[config.mk]
export PLATFORM = sky130hd
export DESIGN_NAME = ostick_timer
export DESIGN_NICKNAME = d
export VERILOG_FILES = /design/src/rtl/ostick_pkg.sv /design/src/rtl/ostick_prescale.sv /design/src/rtl/ostick_counter.sv /design/src/rtl/ostick_regs.sv /design/src/rtl/ostick_timer.sv
export SDC_FILE = /design/constraint.sdc
export NUM_CORES = 1
export LEC_CHECK = 0
export BUFFER_PORTS_ARGS = -buffer_cell sky130_fd_sc_hd__buf_2
export CORE_ASPECT_RATIO = 2
export CORE_MARGIN = 2
export CORE_UTILIZATION = 40
export CTS_BUF_LIST = sky130_fd_sc_hd__clkbuf_2
export DETAILED_ROUTE_END_ITERATION = 16
export GPL_TIMING_DRIVEN = 1
export PLACE_DENSITY = 0.7
export SETUP_SLACK_MARGIN = 0.4
export SLEW_MARGIN = 20
export SYNTH_ARGS = -nofsm -noshare
export SYNTH_HDL_FRONTEND = slang
export SYNTH_SLANG_ARGS = --single-unit
[constraint.sdc]
create_clock -name clk -period 5.2 [get_ports clk]
set_clock_uncertainty 0.05 [all_clocks]
set_input_delay 0.26 -clock clk [delete_from_list [all_inputs] [get_ports clk]]
set_output_delay 0.26 -clock clk [all_outputs]
set_load 0.02 [all_outputs]
[src/rtl/ostick_pkg.sv]
`timescale 1ns/1ps
package ostick_pkg;
  localparam int DATA_W     = 32;
  localparam int OFS_MATCH  = 'h00;
  localparam int OFS_COUNT  = 'h10;
  localparam int OFS_STATUS = 'h14;
  localparam int OFS_IEN    = 'h1C;

  typedef enum logic [2:0] {
    SEL_NONE,
    SEL_MATCH,
    SEL_COUNT,
    SEL_STATUS,
    SEL_IEN
  } reg_sel_e;
endpackage

[src/rtl/ostick_prescale.sv]
`timescale 1ns/1ps
module ostick_prescale #(
  parameter int PRESCALE = 2
) (
  input  logic clk,
  input  logic rst,
  input  logic tick_en,
  output logic tick
);
  generate
    if (PRESCALE <= 1) begin : g_direct
      assign tick = tick_en;
    end else begin : g_div
      localparam int PW = $clog2(PRESCALE);
      localparam logic [PW-1:0] LAST = PW'(PRESCALE - 1);
      logic [PW-1:0] phase;
      logic          at_last;

      assign at_last = (phase == LAST);
      assign tick    = tick_en && at_last;

      always_ff @(posedge clk) begin
        if (rst)          phase <= '0;
        else if (tick_en) phase <= at_last ? '0 : phase + 1'b1;
      end

      // phase never leaves its range and holds when not enabled
      a_r2_phase_range: assert property (@(posedge clk) disable iff (rst)
        phase <= LAST);
      a_r2_phase_hold: assert property (@(posedge clk) disable iff (rst)
        !tick_en |=> $stable(phase));
    end
  endgenerate
endmodule

[src/rtl/ostick_counter.sv]
`timescale 1ns/1ps
module ostick_counter #(
  parameter int CNT_W = 32
) (
  input  logic             clk,
  input  logic             rst,
  input  logic             tick,
  input  logic [CNT_W-1:0] match_val,
  output logic [CNT_W-1:0] cnt,
  output logic             hit
);
  logic [CNT_W-1:0] cnt_nxt;

  assign cnt_nxt = cnt + 1'b1;
  assign hit     = tick && (cnt_nxt == match_val);

  always_ff @(posedge clk) begin
    if (rst)       cnt <= '0;
    else if (tick) cnt <= cnt_nxt;
  end

  // one step per tick, no movement otherwise
  a_r2_count_step: assert property (@(posedge clk) disable iff (rst)
    tick |=> (cnt == $past(cnt) + 1'b1));
  a_r2_count_hold: assert property (@(posedge clk) disable iff (rst)
    !tick |=> $stable(cnt));
  // a hit lands the counter on the match value
  a_r3_hit_lands: assert property (@(posedge clk) disable iff (rst)
    hit |=> (cnt == $past(match_val)));
endmodule

[src/rtl/ostick_regs.sv]
`timescale 1ns/1ps
module ostick_regs
  import ostick_pkg::*;
#(
  parameter int ADDR_W = 8,
  parameter int CNT_W  = 32
) (
  input  logic              clk,
  input  logic              rst,
  input  logic              bus_sel,
  input  logic              bus_wr,
  input  logic [ADDR_W-1:0] bus_addr,
  input  logic [3:0]        bus_be,
  input  logic [DATA_W-1:0] bus_wdata,
  input  logic [CNT_W-1:0]  cnt,
  input  logic              hit,
  output logic [CNT_W-1:0]  match_val,
  output logic [DATA_W-1:0] bus_rdata,
  output logic              status
);
  reg_sel_e          sel;
  logic              acc, wr_acc, rd_acc;
  logic [DATA_W-1:0] ien;
  logic              set_evt, clr_req;
  logic [DATA_W-1:0] rd_mux;

  assign acc    = bus_sel && (bus_be == 4'hF);
  assign wr_acc = acc && bus_wr;
  assign rd_acc = acc && !bus_wr;

  always_comb begin
    if      (bus_addr == ADDR_W'(OFS_MATCH))  sel = SEL_MATCH;
    else if (bus_addr == ADDR_W'(OFS_COUNT))  sel = SEL_COUNT;
    else if (bus_addr == ADDR_W'(OFS_STATUS)) sel = SEL_STATUS;
    else if (bus_addr == ADDR_W'(OFS_IEN))    sel = SEL_IEN;
    else                                      sel = SEL_NONE;
  end

  assign set_evt = hit && (|ien);
  assign clr_req = wr_acc && (sel == SEL_STATUS) && (bus_wdata == '0);

  always_ff @(posedge clk) begin
    if (rst) begin
      match_val <= '0;
      ien       <= '0;
    end else if (wr_acc) begin
      if (sel == SEL_MATCH) match_val <= bus_wdata[CNT_W-1:0];
      if (sel == SEL_IEN)   ien       <= bus_wdata;
    end
  end

  always_ff @(posedge clk) begin
    if (rst)          status <= 1'b0;
    else if (set_evt) status <= 1'b1;
    else if (clr_req) status <= 1'b0;
  end

  always_comb begin
    case (sel)
      SEL_COUNT:  rd_mux = DATA_W'(cnt);
      SEL_STATUS: rd_mux = DATA_W'(status);
      SEL_IEN:    rd_mux = ien;
      default:    rd_mux = '0;
    endcase
  end

  always_ff @(posedge clk) begin
    if (rst)         bus_rdata <= '0;
    else if (rd_acc) bus_rdata <= rd_mux;
    else             bus_rdata <= '0;
  end

  // enabled match raises status
  a_r3_set: assert property (@(posedge clk) disable iff (rst)
    (hit && ien != '0) |=> status);
  // disabled match cannot raise status
  a_r4_no_set_disabled: assert property (@(posedge clk) disable iff (rst)
    (ien == '0 && !status) |=> !status);
  // clear without a competing event drops status
  a_r5_clear: assert property (@(posedge clk) disable iff (rst)
    (clr_req && !(hit && ien != '0)) |=> !status);
  // match wins against a simultaneous clear
  a_r6_match_wins: assert property (@(posedge clk) disable iff (rst)
    (clr_req && hit && ien != '0) |=> status);
  // partial accesses are ignored
  a_r10_partial_rd: assert property (@(posedge clk) disable iff (rst)
    (bus_sel && bus_be != 4'hF) |=> (bus_rdata == '0));
  a_r10_partial_wr: assert property (@(posedge clk) disable iff (rst)
    (bus_sel && bus_wr && bus_be != 4'hF) |=> ($stable(ien) && $stable(match_val)));
  // status is sticky until a clear
  a_r11_sticky: assert property (@(posedge clk) disable iff (rst)
    (status && !clr_req) |=> status);
endmodule

[src/rtl/ostick_timer.sv]
`timescale 1ns/1ps
module ostick_timer
  import ostick_pkg::*;
#(
  parameter int ADDR_W   = 8,
  parameter int CNT_W    = 32,
  parameter int PRESCALE = 2
) (
  input  logic              clk,
  input  logic              rst,
  input  logic              tick_en,
  input  logic              bus_sel,
  input  logic              bus_wr,
  input  logic [ADDR_W-1:0] bus_addr,
  input  logic [3:0]        bus_be,
  input  logic [31:0]       bus_wdata,
  output logic [31:0]       bus_rdata,
  output logic              irq
);
  logic             tick;
  logic             hit;
  logic [CNT_W-1:0] cnt;
  logic [CNT_W-1:0] match_val;
  logic             status;

  ostick_prescale #(.PRESCALE(PRESCALE)) u_pre (
    .clk(clk), .rst(rst), .tick_en(tick_en), .tick(tick)
  );

  ostick_counter #(.CNT_W(CNT_W)) u_cnt (
    .clk(clk), .rst(rst), .tick(tick), .match_val(match_val),
    .cnt(cnt), .hit(hit)
  );

  ostick_regs #(.ADDR_W(ADDR_W), .CNT_W(CNT_W)) u_regs (
    .clk(clk), .rst(rst), .bus_sel(bus_sel), .bus_wr(bus_wr),
    .bus_addr(bus_addr), .bus_be(bus_be), .bus_wdata(bus_wdata),
    .cnt(cnt), .hit(hit), .match_val(match_val),
    .bus_rdata(bus_rdata), .status(status)
  );

  assign irq = status;

  // reset leaves outputs and counter at zero
  a_r1_reset: assert property (@(posedge clk)
    rst |=> (irq == 1'b0 && bus_rdata == '0 && cnt == '0));
endmodule

Yosys cells after proc, flatten, opt, wreduce, memory -nomap -nowiden
Index checks and enable logic that the tools add are counted.

cells by class
  add/sub/neg operators = 2
  equal/unequal tests = 9
  multiplexer cells = 8
  bitwise operators = 1
  reduce and logical (&&, ||, !) cells = 16

operators with widths
  operator                 count
  $pmux W32 S3             1
  $add A32 B1 Y32 const B  1
  $eq A32 B32 Y1           1
  $logic_not A32 Y1        1
  $reduce_or A32 Y1        1
  $eq A8 B5 Y1 const B     3
  $mux W3                  4
  $logic_and A1 B1 Y1      8
  $logic_not A8 Y1         1
  $eq A3 B2 Y1 const B     2
  $eq A4 B4 Y1 const B     1
  $reduce_and A2 Y1        2
  $eq A3 B1 Y1 const B     1
  $eq A3 B3 Y1 const B     1
  $mux W1                  3
  $reduce_bool A2 Y1       1
  $reduce_or A2 Y1         1
  $add A1 B1 Y1 const B    1
  $logic_not A1 Y1         1
  $not A1 Y1               1

storage, ports and cells
  bits in registers = 130
  input bits = 49
  output and inout port bits = 33
  word-level logic and storage cells = 42

Logic depth before layout (Yosys ltp)
Gate-level depths: netlist (run 1).

  word-level depth = 10
  mapped depth = 9
  mapped depth without buffers = 8

Cells and area by module
Synthesis (run 1) repeated with hierarchy kept, for this count alone.

second synthesis, totals
  cells, all modules = 749
  area, all modules = 6352.3 um2

by module, submodules not included
  module           times used  cells an instance  area an instance (um2)  seq. area each (um2)
  ostick_regs      1           447                3893.7                  1941.9
  ostick_counter   1           298                2418.6                  640.6
  ostick_prescale  1           4                  40.0                    20.0

Worst setup path after synthesis (run 1)
Ideal clock, no wire load.

  kind = reg-to-reg
  start = register u_cnt.cnt[0]
  end = register u_regs.status
  library setup time = 0.059 ns
  arrival = 2.468 ns
  data required time = 5.091 ns
  setup slack = 2.623 ns
  cell stages (with the launch flop) = 9
  buffers on the path = 0
  period minus slack after synthesis = 2.577 ns
  cell sequence = dfxtp_1 > ha_1 > nand3_1 > nor4_2 > nand3_1 > xnor2_1 > or4_1 > nor4_1 > a31o_1

between the ends
  word-level cells in the longest chain between the ends = 5
  elaborated cells on any way between the ends = 6
  those cells by class = add/sub (1); eq/ne (1); mux (1); reduce/logical (3)

RTL lines
  element                                               RTL line              source
  start: declaration                                    ostick_counter.sv:9   output logic [CNT_W-1:0] cnt,
  start signal: assignment                              ostick_counter.sv:19  else if (tick) cnt <= cnt_nxt;
  $add A32 B1 Y32 (*)                                   ostick_counter.sv:14  assign cnt_nxt = cnt + 1'b1;
  $eq A32 B32 Y1 (*)                                    ostick_counter.sv:15  assign hit = tick && (cnt_nxt == match_val);
  $logic_and A1 B1 Y1 (*)                               ostick_counter.sv:15
  $logic_and A1 B1 Y1 (*)                               ostick_regs.sv:39     assign set_evt = hit && (|ien);
  $mux W1 / $reduce_bool A2 Y1 (equally long branches)  n/a
  end signal: assignment                                ostick_regs.sv:53     if (rst) status <= 1'b0;
  end signal: assignment                                ostick_regs.sv:54     else if (set_evt) status <= 1'b1;
  end signal: assignment                                ostick_regs.sv:55     else if (clr_req) status <= 1'b0;
  end: declaration                                      ostick_regs.sv:19     output logic status

Every way passes the cells marked *; elsewhere a longest branch is shown, timed or not.
A chain may end at the register's enable or synchronous reset.

Worst setup path in the final report (run 1)
  start = input bus_addr[5]
  end = register u_regs.ien[8]

between the ends
  word-level cells in the longest chain between the ends = 7
  elaborated cells on any way between the ends = 10
  those cells by class = eq/ne (4); mux (4); reduce/logical (2)

RTL lines
  element                          RTL line            source
  start: declaration               ostick_timer.sv:14  input logic [ADDR_W-1:0] bus_addr,
  $eq A8 B5 Y1                     ostick_regs.sv:35   else if (bus_addr == ADDR_W'(OFS_IEN)) sel = SEL_IEN;
  $mux W3                          ostick_regs.sv:35
  $mux W3                          ostick_regs.sv:34   else if (bus_addr == ADDR_W'(OFS_STATUS)) sel = SEL_STATUS;
  $mux W3                          ostick_regs.sv:33   else if (bus_addr == ADDR_W'(OFS_COUNT)) sel = SEL_COUNT;
  $mux W3 (*)                      ostick_regs.sv:32   if (bus_addr == ADDR_W'(OFS_MATCH)) sel = SEL_MATCH;
  $eq A3 B3 Y1 (*)                 ostick_regs.sv:48   if (sel == SEL_IEN) ien <= bus_wdata;
  $reduce_and A2 Y1 (no line) (*)  n/a
  end signal: assignment           ostick_regs.sv:48
  end: declaration                 ostick_regs.sv:23   logic [DATA_W-1:0] ien;

Marks and branches as above.

==> results of run 1 <==
synth_stat cells (all sizes together):
| library cell | count | area share [%] |
|---|---|---|
| a211o | 2 | 0.29 |
| inv | 4 | 0.25 |
| o2111ai | 2 | 0.29 |
| or3 | 3 | 0.31 |
| mux2i | 33 | 5.4 |
| nor4 | 26 | 3.3 |
| a311oi | 2 | 0.29 |
| or4 | 6 | 0.74 |
| xor2 | 31 | 4.4 |
| o211ai | 2 | 0.25 |
| and4 | 8 | 1.1 |
| a22o | 1 | 0.14 |
| nand4b | 2 | 0.29 |
| a2111oi | 1 | 0.14 |
| and3 | 7 | 0.74 |
| a31oi | 5 | 0.51 |
| buf | 16 | 1.5 |
| nor2 | 114 | 7.0 |
| nor4b | 3 | 0.43 |
| and2 | 4 | 0.41 |
| a22oi | 31 | 3.8 |
| nand4 | 19 | 2.6 |
| nand2 | 92 | 5.7 |
| a31o | 1 | 0.14 |
| nor3b | 2 | 0.25 |
| ha | 1 | 0.20 |
| or2 | 1 | 0.10 |
| dfxtp | 130 | 43 |
| clkbuf | 35 | 2.2 |
| o21ai | 8 | 0.66 |
| nor2b | 1 | 0.10 |
| o31ai | 3 | 0.37 |
| a21oi | 42 | 3.4 |
| nand2b | 1 | 0.10 |
| o2bb2ai | 1 | 0.14 |
| a21o | 2 | 0.25 |
| nor3 | 13 | 1.1 |
| nand3 | 28 | 2.3 |
| xnor2 | 42 | 6.0 |
layer usage:
| layer | vias up | part of all wire (%) |
|---|---|---|
| met4 | 0 | 6.7 |
| met3 | 74 | 4.2 |
| met1 | 2697 | 34 |
| met5 | - | 0 |
| li1 | 2745 | - |
| met2 | 228 | 55 |
logic make-up (layout without fill, tap and decap cells):
family,after synthesis,count (layout)
buf+inv,55,171
other cells,0,1
xor+xnor,73,73
simple gates,330,330
fa+ha+maj,1,1
compound gates,103,103
flops,130,130
mux,33,33
final cells by class:
| class | instances | area, µm² | share of cell area, % |
|---|---|---|---|
| well taps | 195 | 244 | 3.32 |
| clock inverters | 13 | 185 | 2.52 |
| inverters | 4 | 15.0 | 0.204 |
| multi-input cells | 540 | 3280 | 44.6 |
| diodes | 1 | 2.50 | 0.0340 |
| repair buffers | 136 | 938 | 12.8 |
| flip-flops and latches | 130 | 2600 | 35.4 |
| clock buffers | 18 | 90.1 | 1.22 |
registers in the layout, indices dropped and copies added, names as in the netlist:
register,flops
u_regs.status,1
u_cnt.cnt,32
u_regs.bus_rdata,32
u_regs.match_val,32
u_regs.ien,32
u_pre.g_div.at_last,1
where the power goes:
group | switching [mW] | total, mW | leakage (nW) | internal [mW]
logic | 0.0450 | 0.0832 | 1.47 | 0.0383
clock network | 0.389 | 0.706 | 0.161 | 0.317
registers | 0.00244 | 1.00 | 1.05 | 1.00
worst min-delay path by stage:
| stage | start | end | slack (ps) |
|---|---|---|---|
| 3_3_place_gp | u_regs.ien[19] | u_regs.ien[19] | 410 |
| 2_1_floorplan | bus_wdata[0] | u_regs.ien[0] | 350 |
| 3_5_place_dp | u_regs.ien[23] | u_regs.ien[23] | 420 |
| 6_report | bus_addr[3] | u_regs.ien[0] | 50 |
| 4_1_cts | bus_addr[3] | u_regs.ien[6] | 4 |
| 5_1_grt | bus_addr[3] | u_regs.ien[6] | 20 |
critical path, delay by kind of cell:
| kind | cells | cell delay [ps] |
|---|---|---|
| AOI/OAI and AO/OA | 1 | 60 |
| buffers and inverters | 6 | 2580 |
| and+or+nand+nor | 5 | 970 |
stage by stage:
step,total power [mW],utilization [%],cells
floorplan,1.04,-,725
global placement,1.08,44.3,957
detailed placement,1.08,44.3,957
CTS,1.81,49.4,1036
global route,1.86,49.4,1037
finish,1.79,49.4,1037
==> impl_metrics.env, run 1 <==
export IMPL_postCtsHoldBufs=48
export IMPL_final_common_cell="dfxtp_1"
export IMPL_cts_clk_slew_worst_paths_ps=190
export IMPL_hold_path_depth=5
export IMPL_reg2reg_depth=8
export IMPL_drt_vias_per_instance=5.54
export IMPL_place_gp_congestion=0.952
export IMPL_cp_arrival_ps=3860
export IMPL_numCtsBuffers=17
export IMPL_place_hpwl_um=13400
export IMPL_dr_pass1_iters=5
export IMPL_port_buffers=81
export IMPL_design_core_area_um2=14900
export IMPL_fin_area_um2=7360
export IMPL_grt_setup_unrepaired="no"
export IMPL_clkLatencyLatePin_ps=740
export IMPL_drive_above_1_share_pct=15.8
export IMPL_die_h_um=179
export IMPL_worst_path_max_fanout=33
export IMPL_synth_area_um2=6100
export IMPL_cp_start_kind="input port"
export IMPL_synth_adder_area_share_pct=0.205
export IMPL_cts_max_path_buffers=2
export IMPL_critical_path_max_stage_delay_ps=590
export IMPL_layout_common_cells="130 x dfxtp_1, 112 x nor2_1, 92 x nand2_1"
export IMPL_met2_usage_pct=43.6
export IMPL_grt_usage_pct=23.2
export IMPL_crit_path_frequent_cell="dlygate4sd3_1"
export IMPL_grt_pass1_wl_um=29000
export IMPL_worstSetupEndpointType="register"
export IMPL_timing_rr_start="u_cnt.cnt[0]"
export IMPL_path_class="in2reg"
export IMPL_start_util_pct=41.0
export IMPL_dpl_cell_area_um2=6600
export IMPL_die_x_um=91.3
export IMPL_synthXorXnorAreaFrac_pct=10.5
export IMPL_fin_tns_setup_ps=0
export IMPL_grt_pass1_vias=5491
export IMPL_synth_compound_area_share_pct=10.7
export IMPL_nNetsFinal=879
export IMPL_endpoint="u_regs.ien[8]"
export IMPL_path_cells="dlygate4sd3_1 -> buf_2 -> nor2_1 -> dlygate4sd3_1 -> nand2_1 -> nor2_2 -> buf_4 -> nand3_1 -> buf_4 -> nand2_1 -> a21oi_1 -> dlygate4sd3_1"
export IMPL_tightest_slew_ps=778
export IMPL_fin_ws_ps=1930
export IMPL_synth_simple_area_share_pct=26.6
export IMPL_std_cell_rows=63
export IMPL_syn_avg_cell_area_um2=8.42
export IMPL_synth_top_family_by_area="simple AND/OR/NAND/NOR gates"
export IMPL_grt_max_degree=69
export IMPL_finalCritPeriodShare_pct=62.9
export IMPL_final_setup_viol_count=0
export IMPL_cp_startpoint="bus_addr[5]"
export IMPL_leakage_nw=2.67
export IMPL_max_slew_margin_pct=47.8
export IMPL_crit_required_ps=5790
export IMPL_cts_tree="built"
export IMPL_hold_path_class="in2reg"
export IMPL_reg2reg_to="u_regs.status"
export IMPL_vdd_drop_max_v=0.000139
export IMPL_dr_first_iter_drc_count=363
export IMPL_die_area_um2=16300
export IMPL_detail_route_wl_per_cell_um=17.9
export IMPL_place_ws_ps=2160
export IMPL_htreeDepth=4
export IMPL_ys_types=48
export IMPL_cts_root_buf="clkbuf_2"
export IMPL_powerDensity_nw_per_um2=243
export IMPL_status="complete, no violations"
export IMPL_io_pins=82
export IMPL_fin_crit_ps=3270
export IMPL_drv_slew=0
export IMPL_busiest_layer="met2"
export IMPL_drt_total_wl_um=18600
export IMPL_cp_slowest_cell="dlygate4sd3_1"
export IMPL_yosysWarnings=0
export IMPL_cts_sinks=130
export IMPL_fin_hold_ws_ps=45.7
export IMPL_vias=5744
export IMPL_grt_use_met1_pct=22.3
export IMPL_fmax_mhz=306
export IMPL_synthMuxAreaShare_pct=5.41
export IMPL_cts_resized=0
export IMPL_gr_total_overflow=0
export IMPL_met3_usage_pct=4.04
export IMPL_cap_violations=0
export IMPL_netlist_instances=725
export IMPL_drc=0
export IMPL_area_growth_pct=20.6
export IMPL_synth_seq_area_share_pct=42.6
export IMPL_hold_viol_final=0
export IMPL_fillers=1465
export IMPL_postCtsSetupBuffers=0
export IMPL_ant_nets=0
export IMPL_synthesis_nets=775
export IMPL_r2r_setup_slack_ps=2070
export IMPL_antenna_found_initial=1
export IMPL_ys_seq_elements=130
No activity file was read; power rests on OpenSTA's default activity.
==> inputs of run 2 (changes only) <==
--- a/config.mk
+++ b/config.mk
@@ -12,7 +12,7 @@
 export CTS_BUF_LIST = sky130_fd_sc_hd__clkbuf_2
 export DETAILED_ROUTE_END_ITERATION = 16
 export GPL_TIMING_DRIVEN = 1
-export PLACE_DENSITY = 0.7
+export PLACE_DENSITY = 0.72
 export SETUP_SLACK_MARGIN = 0.4
 export SLEW_MARGIN = 20
 export SYNTH_ARGS = -nofsm -noshare
==> constraint.sdc (replaced) <==
create_clock -name clk -period 2.8 [get_ports clk]
set_clock_uncertainty 0.05 [all_clocks]
set_input_delay 0.14 -clock clk [delete_from_list [all_inputs] [get_ports clk]]
set_output_delay 0.14 -clock clk [all_outputs]
set_load 0.02 [all_outputs]
==> run 2 against run 1 <==
Via count rose by 4.0%. Register-to-register slack got worse by 1700 ps. Largest power group unchanged. Sequential power rose by 85%. Global-route usage rose by 2.5 points. Flip-flop and latch count did not move. Non-clock buffer count rose by 56. Utilization rose by 4.4 points. Power rose by 81%.
==> impl_metrics.env, run 2 (same netlist as run 1, synthesis figures left out) <==
export IMPL_status="complete, no violations"
export IMPL_drt_total_wl_um=20600
export IMPL_pwr_share_seq_pct=56.9
export IMPL_switching_share_pct=25.6
export IMPL_cts_clk_slew_worst_paths_ps=210
export IMPL_fillers=1397
export IMPL_multiInputGateArea_um2=3450
export IMPL_fin_crit_ps=2430
export IMPL_cts_tree="built"
export IMPL_grt_pass1_vias=5913
export IMPL_htreeDepth=4
export IMPL_grt_usage_pct=25.7
export IMPL_worstSetupEndpointType="register"
export IMPL_reg2reg_to="u_regs.status"
export IMPL_cts_sinks=130
export IMPL_dr_pass1_iters=4
export IMPL_p_int_mw=2.41
export IMPL_worstHoldEndpoint="u_regs.ien[21]"
export IMPL_drv_slew=0
export IMPL_crit_required_ps=3440
export IMPL_r2r_setup_slack_ps=370
export IMPL_timing_rr_start="u_cnt.cnt[15]"
export IMPL_layout_common_cells="112 x dfxtp_1, 111 x nor2_1, 92 x nand2_1"
export IMPL_ant_nets=0
export IMPL_gr_total_overflow=0
export IMPL_worst_path_max_fanout=4
export IMPL_area_growth_pct=31.2
export IMPL_vias=5972
export IMPL_cts_max_path_buffers=2
export IMPL_grt_pass1_wl_um=31700
export IMPL_clkLatencyLatePin_ps=730
export IMPL_hold_path_depth=6
export IMPL_fin_tns_setup_ps=0
export IMPL_io_pins=82
export IMPL_cp_start_kind="register"
export IMPL_reg2reg_depth=9
export IMPL_powerDensity_nw_per_um2=405
export IMPL_power_switching_mw=0.832
export IMPL_cap_violations=0
export IMPL_leakage_nw=3.00
export IMPL_final_setup_viol_count=0
export IMPL_port_buffers=81
export IMPL_dr_first_iter_drc_count=309
export IMPL_design_core_area_um2=14900
export IMPL_hold_path_class="in2reg"
export IMPL_drt_vias_per_instance=5.46
export IMPL_seq_area_um2=2660
export IMPL_die_h_um=179
export IMPL_start_util_pct=41.0
export IMPL_hold_viol_final=0
export IMPL_detail_route_wl_per_cell_um=18.9
export IMPL_die_area_um2=16300
export IMPL_cp_arrival_ps=3070
export IMPL_std_cell_rows=63
export IMPL_cts_root_buf="clkbuf_2"
export IMPL_place_gp_congestion=0.916
export IMPL_path_class="reg2reg"
export IMPL_tightest_slew_ps=671
export IMPL_clkPwrFrac_pct=37.8
export IMPL_grt_max_degree=59
export IMPL_fin_hold_ws_ps=112
export IMPL_drive_above_1_share_pct=24.1
export IMPL_nNetsFinal=935
export IMPL_grt_setup_unrepaired="yes"
export IMPL_drc=0
export IMPL_met2_usage_pct=48.5
export IMPL_max_slew_margin_pct=55.1
export IMPL_place_hpwl_um=14800
export IMPL_die_x_um=91.3
export IMPL_met3_usage_pct=4.37
export IMPL_fmax_mhz=411
export IMPL_antenna_found_initial=1
export IMPL_finalCritPeriodShare_pct=86.8
export IMPL_grt_use_met1_pct=24.1
export IMPL_hp_start="bus_addr[2]"
export IMPL_busiest_layer="met2"
export IMPL_final_common_cell="dfxtp_1"
export IMPL_numCtsBuffers=17
export IMPL_power_frac_comb_pct=5.2
export IMPL_vdd_drop_max_v=0.000364
[run 2: changes by cell type in the layout (fill, tap and decap cells not counted), moves of 6 or more]
| cell | before | now |
|---|---|---|
| buf_4 | 7 | 54 |
| dfxtp_1 | 130 | 112 |
| dlygate4sd3_1 | 48 | 57 |
| dfxtp_4 | 0 | 14 |
| nand3_1 | 28 | 22 |
[run 2: how the worst max path moves through the flow]
stage | start | endpoint | slack, ps | depth (start not counted)
floorplan | u_cnt.cnt[0] | u_regs.status | 410 | 8
global placement | u_cnt.cnt[6] | u_regs.status | 240 | 7
detailed placement | u_cnt.cnt[6] | u_regs.status | 80 | 7
CTS | u_cnt.cnt[1] | u_regs.status | 400 | 8
global route | u_cnt.cnt[15] | u_regs.status | 290 | 9
finish | u_cnt.cnt[15] | u_regs.status | 370 | 9
[run 2: cell type report]
type / count / share of cell area (%)
repair buffers: 192 / 17.2
well taps: 195 / 3.05
diodes: 1 / 0.0313
multi-input cells: 540 / 43.1
clock buffers: 17 / 1.06
clock inverters: 15 / 2.06
flip-flops and latches: 130 / 33.2
inverters: 4 / 0.188
[run 2: layer usage]
metal | vias up | wire, µm | share of wire, %
met5 | - | 0 | 0
met4 | 0 | 1560 | 7.6
met3 | 78 | 734 | 3.6
met2 | 199 | 11200 | 54
met1 | 2840 | 7140 | 35
li1 | 2855 | - | -
[run 2: power groups by stage]
| stage | Combinational [mW] | Sequential (mW) | Clock [mW] |
|---|---|---|---|
| after floorplan | 0.0440 | 1.90 | 0 |
| after global placement | 0.119 | 1.90 | 0 |
| after detailed placement | 0.119 | 1.90 | 0 |
| after CTS | 0.167 | 1.85 | 1.25 |
| after global routing | 0.182 | 1.85 | 1.33 |
| final | 0.170 | 1.85 | 1.23 |
[run 2: through the flow]
step	setup slack [ps]	std cells	utilization [%]	area [µm²]	power, mW
2_1_floorplan	407	725	-	6130	1.94
3_3_place_gp	239	987	46.0	6860	2.02
3_5_place_dp	81.1	987	46.0	6860	2.02
4_1_cts	400	1090	53.2	7930	3.26
5_1_grt	287	1094	53.7	8010	3.36
6_report	369	1094	53.7	8010	3.24
[run 2: timing repair]
item / in CTS / in global routing
gates resized for setup: 46 / 14
endpoints found under the setup margin: 2 / 4
pin swaps: 8 / 7
endpoints found under the hold margin: 84 / 0
buffers inserted: 14 / 3
hold buffers: 57 / 0
[run 2: worst max-delay path, cell delays in order, from the launching register on]
cell and delay, ps:
dfxtp_4 390, buf_4 110, buf_4 140, nand4_1 200, nor4_4 230, nand3_1 130, xnor2_1 150, or4_4 530
nor4_4 290, a31o_1 170
==> inputs of run 3 (changes only) <==
--- a/config.mk
+++ b/config.mk
@@ -13,6 +13,8 @@
 export DETAILED_ROUTE_END_ITERATION = 16
 export GPL_TIMING_DRIVEN = 1
 export PLACE_DENSITY = 0.72
+export RECOVER_POWER = 50
+export REMOVE_ABC_BUFFERS = 1
 export SETUP_SLACK_MARGIN = 0.4
 export SLEW_MARGIN = 20
 export SYNTH_ARGS = -nofsm -noshare
==> run 3 against run 2 <==
Sequential power is essentially flat. Non-clock buffer count increased by 17. Utilization increased by 1.0 points. Register-to-register slack is essentially flat. Wire length up 1.2%. Largest cell class unchanged.
==> impl_metrics.env, run 3 (same netlist as run 1, synthesis figures left out) <==
export IMPL_dpl_cell_area_um2=6840
export IMPL_std_cell_rows=63
export IMPL_cts_clk_slew_worst_paths_ps=180
export IMPL_crit_path_frequent_cell="dlygate4sd3_1"
export IMPL_start_util_pct=41.0
export IMPL_final_common_cell="nor2_1"
export IMPL_critical_path_max_stage_delay_ps=560
export IMPL_worst_path_max_fanout=14
export IMPL_layout_common_cells="113 x nor2_1, 112 x dfxtp_1, 91 x nand2_1"
export IMPL_dr_pass1_iters=5
export IMPL_hold_path_class="in2reg"
export IMPL_cts_sinks=130
export IMPL_cts_tree="built"
export IMPL_fillers=1373
export IMPL_tightest_slew_ps=1190
export IMPL_grt_setup_unrepaired="yes"
export IMPL_crit_required_ps=3420
export IMPL_path_delay_family="buffers and inverters"
export IMPL_cap_violations=0
export IMPL_design_core_area_um2=14900
export IMPL_fmax_mhz=410
export IMPL_htreeDepth=4
export IMPL_vias=6063
export IMPL_max_slew_margin_pct=20.6
export IMPL_fin_crit_ps=2440
export IMPL_powerDensity_nw_per_um2=413
export IMPL_drive_above_1_share_pct=18.3
export IMPL_grt_pass1_vias=6111
export IMPL_fin_hold_ws_ps=53.8
export IMPL_place_hpwl_um=14500
export IMPL_cts_max_path_buffers=2
export IMPL_area_growth_pct=33.7
export IMPL_final_setup_viol_count=0
export IMPL_gr_total_overflow=0
export IMPL_die_area_um2=16300
export IMPL_cts_root_buf="clkbuf_2"
export IMPL_drv_slew=0
export IMPL_path_cells="dlygate4sd3_1 -> buf_2 -> nand2_1 -> nor2_1 -> nand2_2 -> nor3_4 -> buf_6 -> nand2_1 -> dlygate4sd3_1 -> a21oi_1 -> dlygate4sd3_1"
export IMPL_dr_first_iter_drc_count=403
export IMPL_grt_usage_pct=26.1
export IMPL_antenna_found_initial=1
export IMPL_grt_max_degree=53
export IMPL_nNetsFinal=952
export IMPL_status="complete, no violations"
export IMPL_p_total_mw=3.37
export IMPL_critPathBufInv=5
export IMPL_cp_start_kind="input port"
export IMPL_leakage_nw=2.91
export IMPL_drt_total_wl_um=20900
export IMPL_final_util_pct=54.8
export IMPL_io_pins=82
export IMPL_grt_pass1_wl_um=32300
export IMPL_detail_route_wl_per_cell_um=18.8
export IMPL_vdd_drop_max_v=0.000253
export IMPL_cp_slowest_cell="dlygate4sd3_1"
export IMPL_clkLatencyLatePin_ps=740
export IMPL_cp_arrival_ps=3060
export IMPL_path_class="in2reg"
export IMPL_ant_nets=0
export IMPL_drt_vias_per_instance=5.46
export IMPL_numCtsBuffers=17
export IMPL_port_buffers=81
export IMPL_finalCritPeriodShare_pct=87.2
export IMPL_place_ws_ps=59.3
export IMPL_drc=0
export IMPL_fin_ws_ps=359
export IMPL_hold_viol_final=0
export IMPL_place_gp_congestion=0.989
export IMPL_fin_area_um2=8160
export IMPL_die_x_um=91.3
export IMPL_die_h_um=179
export IMPL_worstSetupEndpointType="register"
## run 3: path summary, 6_finish.rpt
check	from	to	slack [ps]	depth (start not counted)
min	bus_addr[2]	u_regs.ien[16]	50	6
max reg2reg	u_cnt.cnt[1]	u_regs.status	380	8
max	bus_be[2]	u_regs.ien[10]	360	11
min reg2reg	u_regs.ien[3]	u_regs.ien[3]	440	2
## run 3: per-layer routing
layer	vias up	track usage [%]	part of all wire (%)
met2	223	49.7	55
met4	0	19.7	7.3
met3	76	3.40	3.5
li1	2880	-	-
met5	-	0	0
met1	2884	25.1	34
## run 3: area by class of cell
| type | count | area (µm²) | area share, % |
|---|---|---|---|
| Sequential cell | 130 | 2640 | 32.4 |
| Multi-Input combinational cell | 540 | 3440 | 42.2 |
| Timing Repair Buffer | 209 | 1530 | 18.8 |
| Clock buffer | 19 | 95.1 | 1.17 |
| Inverter | 4 | 15.0 | 0.184 |
| Tap cell | 195 | 244 | 2.99 |
| Clock inverter | 13 | 185 | 2.27 |
| Antenna cell | 1 | 2.50 | 0.0307 |
## run 3: report_power, final
part | internal [mW] | leakage [nW] | total [mW] | switching [mW]
clock network | 0.594 | 0.156 | 1.34 | 0.749
logic | 0.0793 | 1.70 | 0.176 | 0.0971
registers | 1.85 | 1.06 | 1.85 | 0.00269
total | 2.52 | 2.91 | 3.37 | 0.848
## run 3: worst reg2reg max path: cells and delay by family (launching register included)
kind | cells | cell delay (ps)
AOI/OAI and AO/OA | 3 | 630
adders and majority gates | 1 | 160
DFF | 1 | 410
and+or+nand+nor | 4 | 1120
## run 3: what timing repair did
action,CTS,global route
hold buffers,83,0
gates cloned,0,0
pin swaps,9,5
buffers inserted,6,2
setup endpoints to repair,1,21
resized for setup,43,15
endpoints found under the hold margin,104,0
## run 3: through the flow
step                      TNS, ps  std cells
after detailed placement        0        987
after CTS                       0       1108
after floorplan            -45630        674
final                           0       1111
after global routing            0       1111
after global placement          0        987
